<file path="src/rtl/irq_slice_pkg.sv">
package irq_slice_pkg;
  typedef logic [7:0] prio_t;
  typedef logic [2:0] bp_t;
  typedef enum logic {REG_BINPT = 1'b0, REG_RUNPRI = 1'b1} reg_sel_e;

  localparam logic [9:0] SPURIOUS_ID = 10'd1023;
  localparam logic [8:0] IDLE_RUN    = 9'h100;

  // keep only the priority bits above binary point b
  function automatic prio_t group_mask(prio_t p, bp_t b);
    logic [8:0] m;
    m = 9'h0FF << ({1'b0, b} + 4'd1);
    return p & m[7:0];
  endfunction
endpackage

</file>
<file path="src/rtl/irq_src_bank.sv">
module irq_src_bank
  import irq_slice_pkg::*;
#(
  parameter int NUM_SRC        = 48,
  parameter int NUM_CPU        = 8,
  parameter int INTERNAL_LIMIT = 32,
  parameter int CPU_IDX        = 0,
  localparam int SRC_W = (NUM_SRC > 1) ? $clog2(NUM_SRC) : 1
) (
  input  logic                            clk,
  input  logic                            rst_n,
  input  logic                            cfg_we,
  input  logic [SRC_W-1:0]                cfg_id,
  input  logic                            cfg_enable,
  input  logic                            cfg_group,
  input  prio_t                           cfg_prio,
  input  logic [NUM_CPU-1:0]              cfg_targets,
  input  logic                            pend_set,
  input  logic [SRC_W-1:0]                pend_id,
  input  logic                            ack_en,
  input  logic [SRC_W-1:0]                ack_idx,
  input  logic                            eoi_en,
  input  logic [SRC_W-1:0]                eoi_idx,
  output logic [NUM_SRC-1:0]              qualify,
  output logic [NUM_SRC-1:0]              group_o,
  output logic [NUM_SRC-1:0][7:0]         prio_o
);
  logic [NUM_SRC-1:0]              en_q, pend_q, act_q, grp_q;
  logic [NUM_SRC-1:0][7:0]         pri_q;
  logic [NUM_SRC-1:0][NUM_CPU-1:0] tgt_q;
  logic [NUM_SRC-1:0]              reach;

  always_ff @(posedge clk or negedge rst_n) begin
    if (!rst_n) begin
      en_q <= '0; pend_q <= '0; act_q <= '0; grp_q <= '0;
      pri_q <= '0; tgt_q <= '0;
    end else begin
      for (int i = 0; i < NUM_SRC; i++) begin
        if (cfg_we && cfg_id == SRC_W'(i)) begin
          en_q[i]  <= cfg_enable;
          grp_q[i] <= cfg_group;
          pri_q[i] <= cfg_prio;
          tgt_q[i] <= cfg_targets;
        end
        // a fresh pend in the same cycle as the ack survives it
        if (pend_set && pend_id == SRC_W'(i))     pend_q[i] <= 1'b1;
        else if (ack_en && ack_idx == SRC_W'(i)) pend_q[i] <= 1'b0;
        if (ack_en && ack_idx == SRC_W'(i))      act_q[i] <= 1'b1;
        else if (eoi_en && eoi_idx == SRC_W'(i)) act_q[i] <= 1'b0;
      end
    end
  end

  for (genvar g = 0; g < NUM_SRC; g++) begin : g_reach
    if (g < INTERNAL_LIMIT) begin : g_int
      assign reach[g] = 1'b1;
    end else begin : g_ext
      assign reach[g] = tgt_q[g][CPU_IDX];
    end
  end

  assign qualify = en_q & pend_q & ~act_q & reach;
  assign group_o = grp_q;
  assign prio_o  = pri_q;

  // the acknowledged source becomes active and stops pending
  assert_ack_marks_R7: assert property (@(posedge clk) disable iff (!rst_n)
    (ack_en && !(pend_set && pend_id == ack_idx)) |=>
      (act_q[$past(ack_idx)] && !pend_q[$past(ack_idx)]));
  // completion drops the active flag
  assert_eoi_clears_R8: assert property (@(posedge clk) disable iff (!rst_n)
    (eoi_en && !(ack_en && ack_idx == eoi_idx)) |=> !act_q[$past(eoi_idx)]);
  // an active source never qualifies
  assert_no_active_pick_R13: assert property (@(posedge clk) disable iff (!rst_n)
    (qualify & act_q) == '0);
endmodule

</file>
<file path="src/rtl/irq_best_pick.sv">
module irq_best_pick
  import irq_slice_pkg::*;
#(
  parameter int NUM_SRC = 48,
  localparam int SRC_W = (NUM_SRC > 1) ? $clog2(NUM_SRC) : 1
) (
  input  logic                    clk,
  input  logic                    rst_n,
  input  logic [NUM_SRC-1:0]      qualify,
  input  logic [NUM_SRC-1:0]      group_i,
  input  logic [NUM_SRC-1:0][7:0] prio_i,
  input  bp_t                     bp,
  input  bp_t                     abp,
  input  logic                    cbpr,
  output logic                    best_valid,
  output logic [SRC_W-1:0]        best_idx,
  output prio_t                   best_gprio
);
  prio_t best_raw;
  bp_t   eff_bp;

  // ascending scan, replace only on a strictly lower value
  always_comb begin
    best_valid = 1'b0;
    best_idx   = '0;
    best_raw   = 8'hFF;
    for (int i = 0; i < NUM_SRC; i++) begin
      if (qualify[i] && (!best_valid || prio_i[i] < best_raw)) begin
        best_valid = 1'b1;
        best_idx   = SRC_W'(i);
        best_raw   = prio_i[i];
      end
    end
  end

  assign eff_bp     = (group_i[best_idx] && !cbpr) ? (abp - 3'd1) : bp;
  assign best_gprio = group_mask(best_raw, eff_bp);

  // masking only removes low bits, never raises the value
  assert_gprio_bound_R5: assert property (@(posedge clk) disable iff (!rst_n)
    best_valid |-> (best_gprio <= prio_i[best_idx] && best_gprio[0] == 1'b0));
  // the winner itself qualifies
  assert_winner_qual_R4: assert property (@(posedge clk) disable iff (!rst_n)
    best_valid |-> qualify[best_idx]);
endmodule

</file>
<file path="src/rtl/irq_binpt_regs.sv">
module irq_binpt_regs
  import irq_slice_pkg::*;
#(
  parameter int BPR_MIN  = 2,
  parameter int ABPR_MIN = 3
) (
  input  logic clk,
  input  logic rst_n,
  input  logic wr_en,
  input  logic secure,
  input  logic cbpr,
  input  bp_t  wdata,
  output bp_t  bp_q,
  output bp_t  abp_q,
  output bp_t  ns_view
);
  localparam bp_t BP_FLOOR  = bp_t'(BPR_MIN);
  localparam bp_t ABP_FLOOR = bp_t'(ABPR_MIN);

  always_ff @(posedge clk or negedge rst_n) begin
    if (!rst_n) begin
      bp_q  <= BP_FLOOR;
      abp_q <= ABP_FLOOR;
    end else if (wr_en) begin
      if (secure)     bp_q  <= (wdata < BP_FLOOR)  ? BP_FLOOR  : wdata;
      else if (!cbpr) abp_q <= (wdata < ABP_FLOOR) ? ABP_FLOOR : wdata;
    end
  end

  assign ns_view = cbpr ? ((bp_q == 3'd7) ? 3'd7 : bp_q + 3'd1) : abp_q;

  // non-secure write in shared mode leaves both copies untouched
  assert_ns_write_ignored_R11: assert property (@(posedge clk) disable iff (!rst_n)
    (wr_en && !secure && cbpr) |=> ($stable(abp_q) && $stable(bp_q)));
  // secure write at or above the floor lands verbatim
  assert_sec_store_R12: assert property (@(posedge clk) disable iff (!rst_n)
    (wr_en && secure && wdata >= BP_FLOOR) |=> bp_q == $past(wdata));
  // the aliased copy never drops below one, so minus one cannot wrap
  assert_abp_floor_R11: assert property (@(posedge clk) disable iff (!rst_n)
    abp_q >= ABP_FLOOR && abp_q != 3'd0);
endmodule

</file>
<file path="src/rtl/irq_cpu_slice.sv">
module irq_cpu_slice
  import irq_slice_pkg::*;
#(
  parameter int NUM_SRC        = 48,
  parameter int NUM_CPU        = 8,
  parameter int INTERNAL_LIMIT = 32,
  parameter int CPU_IDX        = 0,
  parameter int BPR_MIN        = 2,
  parameter int ABPR_MIN       = 3,
  parameter bit LEGACY_REV     = 1'b0,
  localparam int SRC_W = (NUM_SRC > 1) ? $clog2(NUM_SRC) : 1
) (
  input  logic               clk,
  input  logic               rst_n,
  input  logic               cpu_en,
  input  logic               cbpr,
  input  logic               cfg_we,
  input  logic [SRC_W-1:0]   cfg_id,
  input  logic               cfg_enable,
  input  logic               cfg_group,
  input  logic [7:0]         cfg_prio,
  input  logic [NUM_CPU-1:0] cfg_targets,
  input  logic               pend_set,
  input  logic [SRC_W-1:0]   pend_id,
  input  logic               ack,
  output logic [9:0]         ack_id,
  input  logic               eoi,
  input  logic [SRC_W-1:0]   eoi_id,
  output logic               irq_out,
  input  logic               reg_sel,
  input  logic               reg_secure,
  input  logic               reg_we,
  input  logic [7:0]         reg_wdata,
  output logic [7:0]         reg_rdata
);
  logic [NUM_SRC-1:0]      qualify, group_v;
  logic [NUM_SRC-1:0][7:0] prio_v;
  logic                    best_valid, ack_fire, bp_we;
  logic [SRC_W-1:0]        best_idx;
  prio_t                   best_gprio, rpr_view;
  bp_t                     bp_q, abp_q, ns_view;
  logic [8:0]              running_q;

  assign ack_fire = ack && best_valid;
  assign bp_we    = reg_we && (reg_sel == REG_BINPT);

  irq_src_bank #(
    .NUM_SRC(NUM_SRC), .NUM_CPU(NUM_CPU),
    .INTERNAL_LIMIT(INTERNAL_LIMIT), .CPU_IDX(CPU_IDX)
  ) bank_i (
    .clk, .rst_n, .cfg_we, .cfg_id, .cfg_enable, .cfg_group, .cfg_prio,
    .cfg_targets, .pend_set, .pend_id,
    .ack_en(ack_fire), .ack_idx(best_idx), .eoi_en(eoi), .eoi_idx(eoi_id),
    .qualify, .group_o(group_v), .prio_o(prio_v)
  );

  irq_best_pick #(.NUM_SRC(NUM_SRC)) pick_i (
    .clk, .rst_n, .qualify, .group_i(group_v), .prio_i(prio_v),
    .bp(bp_q), .abp(abp_q), .cbpr, .best_valid, .best_idx, .best_gprio
  );

  irq_binpt_regs #(.BPR_MIN(BPR_MIN), .ABPR_MIN(ABPR_MIN)) bp_i (
    .clk, .rst_n, .wr_en(bp_we), .secure(reg_secure), .cbpr,
    .wdata(reg_wdata[2:0]), .bp_q, .abp_q, .ns_view
  );

  always_ff @(posedge clk or negedge rst_n) begin
    if (!rst_n)        running_q <= IDLE_RUN;
    else if (ack_fire) running_q <= {1'b0, best_gprio};
    else if (eoi)      running_q <= IDLE_RUN;
  end

  assign ack_id   = best_valid ? 10'(best_idx) : SPURIOUS_ID;
  assign irq_out  = cpu_en && best_valid && ({1'b0, best_gprio} < running_q);
  assign rpr_view = (!LEGACY_REV && running_q[8]) ? 8'hFF : running_q[7:0];
  assign reg_rdata = (reg_sel == REG_RUNPRI) ? rpr_view
                   : {5'b0, (reg_secure ? bp_q : ns_view)};

  // the spurious ID appears whenever nothing is selected
  assert_spurious_R2: assert property (@(posedge clk) disable iff (!rst_n)
    !best_valid |-> ack_id == SPURIOUS_ID);
  // no request while the interface is disabled
  assert_irq_gated_R6: assert property (@(posedge clk) disable iff (!rst_n)
    irq_out |-> (cpu_en && running_q != 9'h000));
  // acknowledge loads the winner's group priority
  assert_ack_load_R7: assert property (@(posedge clk) disable iff (!rst_n)
    ack_fire |=> running_q == {1'b0, $past(best_gprio)});
  // completion without acknowledge returns to idle
  assert_eoi_idle_R8: assert property (@(posedge clk) disable iff (!rst_n)
    (eoi && !ack_fire) |=> running_q == IDLE_RUN);
endmodule

</file>
<file path="config.mk">
export PLATFORM = sky130hd
export DESIGN_NAME = irq_cpu_slice
export DESIGN_NICKNAME = d
export VERILOG_FILES = /design/src/rtl/irq_slice_pkg.sv /design/src/rtl/irq_src_bank.sv /design/src/rtl/irq_best_pick.sv /design/src/rtl/irq_binpt_regs.sv /design/src/rtl/irq_cpu_slice.sv
export SDC_FILE = /design/constraint.sdc
export NUM_CORES = 2
export LEC_CHECK = 0
export ABC_AREA = 1
export BUFFER_PORTS_ARGS = -buffer_cell sky130_fd_sc_hd__buf_2
export CAP_MARGIN = 5
export CORE_MARGIN = 1
export CORE_UTILIZATION = 45
export DETAILED_ROUTE_END_ITERATION = 8
export GPL_ROUTABILITY_DRIVEN = 0
export HOLD_SLACK_MARGIN = 0.05
export PLACE_DENSITY_LB_ADDON = 0.3
export SYNTH_ARGS = -nofsm -noshare
export SYNTH_HDL_FRONTEND = slang
export SYNTH_HIERARCHICAL = 1
export SYNTH_SLANG_ARGS = --single-unit
export TNS_END_PERCENT = 100
</file>
<file path="constraint.sdc">
create_clock -name clk -period 82.1 [get_ports clk]
set_clock_uncertainty 0.15 [all_clocks]
set_input_delay 4.105 -clock clk [delete_from_list [all_inputs] [get_ports clk]]
set_output_delay 4.105 -clock clk [all_outputs]
set_load 0.005 [all_outputs]
</file>
==> flow_summary.ini <==
[power]
peakVddDrop_mv = 0.02257
p_per_area_nw_per_um2 = 37.50
p_leak_nw = 24.66

[place]
pre_cts_ws_ns = 4.996
dp.cells = 7004
dp_hpwl_um = 88210
io_buffer_count = 61

[global_route]
grt_first_pass_wirelength_um = 204700
antenna_found_initial = 6
grt_max_degree = 87
grt_util_all_layers_pct = 27.89
gr-total-overflow = 0
grt_pass1_vias = 35740

[synthesis]
yosys_warnings = 6
synthTopCellsByArea = dfrtp_1 (37%), nand2_1 (23%), nand3_1 (8.9%)
synthesis.area_um2 = 41240
mappedNetlistNets = 6256
ys_seq_area_share_pct = 36.84
post-synth-top-area-cell = dfrtp_1
synth_top_area_share_pct = 36.59
synth-seq-cells = 607
synth.avg_cell_area_um2 = 6.933
syn_inst = 5949
synth_cell_types = 51

[route]
drtIter0Drc = 3999
ant_nets = 0
wire_per_inst_um = 18.25
first_pass_iters = 6
drt-total-wl_um = 130300
drcViolationCount = 0
vias = 38990
routed_via_density = 5.463

[sta]
final-setup-viol-count = 0
min_period_ns = 76.38
finalHoldViolCount = 0
maxSlewHeadroom_pct = 23.87
drv_slew = 0
fmax_ghz = 0.01309
rsz0062_at_grt = no
fin_crit_sh_pct = 93.04
worst_pin_slew_ns = 1.138
tns_ns = 0
fin_ws_ns = 5.717

[critical_path]
cp_slowest_stage_delay_ns = 0.58
critical_path_peak_fanout = 36
worstSetupPathType = reg2out
arrival_ns = 72.13
crit_slowest_cell = o21ai_0
path_common_cell = nand2_4
worstSetupStartpointType = register
crit_required_ns = 77.84
cp-end-kind = output pin

[layout]
fin_util_pct = 49.27
final_common_cell = nand2_1
syn_to_final_growth_pct = 8.027
final_cells = 7137
layout_common_cells = nand2_1 (2554), nand3_1 (736), dfrtp_1 (603), nor2_1 (352), inv_1 (339)
fin_nets = 6210
layout-drive-gt1-share_pct = 9.834

[clock_tree]
clkSinkCount = 607
cts_inserted_buffers = 73
cts_tree = yes
cts_resized = 0
cts_root_buf = clkbuf_16
cts_htree_levels = 3
clk_latency_ns = 0.64
cts_setup_buffers = 0
path_clk_slew_ns = 0.06
hold_buffers = 0
cts_max_path_buffers = 3

[outcome]
run_status = finished clean

[floorplan]
std_cell_rows = 110
core_um2 = 90420
die_x_um = 304.7
dieArea_um2 = 92870
ios = 74
die_h_um = 304.7
start_util_pct = 45.61

[worst_hold_path]
hp-class = reg2reg

[job]
drv_cap = 0
registers in the layout (all words and copies together) (netlist names):
register and count:
running_q 9, bank_i/reach 16, bp_i/abp_q 3, bank_i/group_o 48
bank_i/prio_o 384, bank_i/pend_q 48, bank_i/en_q 48, bp_i/bp_q 3
bank_i/act_q 48
report_power, final:
group / internal, mW / switching [mW] / leakage [nW]
combinational: 0.303 / 0.635 / 15.4
sequential: 0.349 / 0.0371 / 8.06
clock: 0.210 / 0.137 / 1.25
total: 0.862 / 0.809 / 24.7
synthesized netlist by cell type (all sizes together):
library cell	n
a211oi	49
a21boi	1
a21oi	79
a22oi	3
a311oi	1
buf	134
clkbuf	92
clkinv	7
dfrtp	603
dfstp	4
dlygate4sd1	2
ha	252
inv	379
nand2	2813
nand3	752
nand3b	41
nand4	4
nor2	376
nor3	7
nor3b	16
nor4	3
o211ai	1
o21a	1
o21ai	273
o21bai	44
o22ai	1
o311a	2
or2	8
xor2	1
per-layer routing:
layer	share of wire, %	up-vias	wire length, um	track usage (%)
met1	46	18290	60400	41.62
met2	42	1525	54360	40.80
li1	-	18950	-	-
met5	0.022	-	29	0
met4	2.7	4	3531	8.374
met3	9.2	218	11960	4.916
cell type report:
| class | instances | area [um2] |
|---|---|---|
| Clock buffer | 110 | 2241 |
| Inverter | 386 | 1463 |
| Fill cell | 8878 | 45870 |
| Timing Repair Buffer | 107 | 666.9 |
| Antenna cell | 2 | 5.005 |
| Sequential cell | 607 | 15190 |
| Multi-Input combinational cell | 4728 | 23210 |
| Tap cell | 1176 | 1471 |
| Clock inverter | 21 | 302.8 |
critical path, delay by kind of cell (launching register included):
kind	cells	cell delay, ns
AND/OR/NAND/NOR	219	23.03
adder cells (fa/ha/maj)	49	15.47
buffers and inverters	9	1.16
flip-flops	1	0.39
AO/OA/AOI/OAI	129	31.15
cell families after synthesis:
group	Yosys count	synth area share (%)
AND/OR/NAND/NOR	4020	42.31
buffers and inverters	614	6.993
flip-flops	607	36.84
AO/OA/AOI/OAI	455	6.189
adder cells (fa/ha/maj)	252	7.645
XOR/XNOR	1	0.02124
metrics by stage:
| step | hold slack, ns | cell area, um2 | total power [mW] |
|---|---|---|---|
| 2_1_floorplan | 0.2839 | 41240 | 1.043 |
| 3_3_place_gp | 0.2959 | 41980 | 1.272 |
| 3_5_place_dp | 0.3007 | 41980 | 1.294 |
| 4_1_cts | 0.3161 | 44520 | 1.647 |
| 5_1_grt | 0.3290 | 44550 | 1.809 |
| 6_report | 0.3150 | 44550 | 1.671 |
path summary, 6_finish.rpt:
check / slack [ns] / cells past startpoint / start / end
setup / recovery: 5.72 / 406 / bank_i/act_q[0] / irq_out
hold / removal: 0.32 / 2 / bank_i/reach[33] / bank_i/reach[33]
setup reg to reg: 10.88 / 403 / bank_i/act_q[0] / running_q[0]
hold reg to reg: 0.32 / 2 / bank_i/reach[33] / bank_i/reach[33]
max in group asynchronous: 76.07 / 3 / rst_n / bank_i/prio_o[131]
min in group asynchronous: 3.34 / 1 / rst_n / bank_i/prio_o[334]
Power figures use the tool's default switching activity.
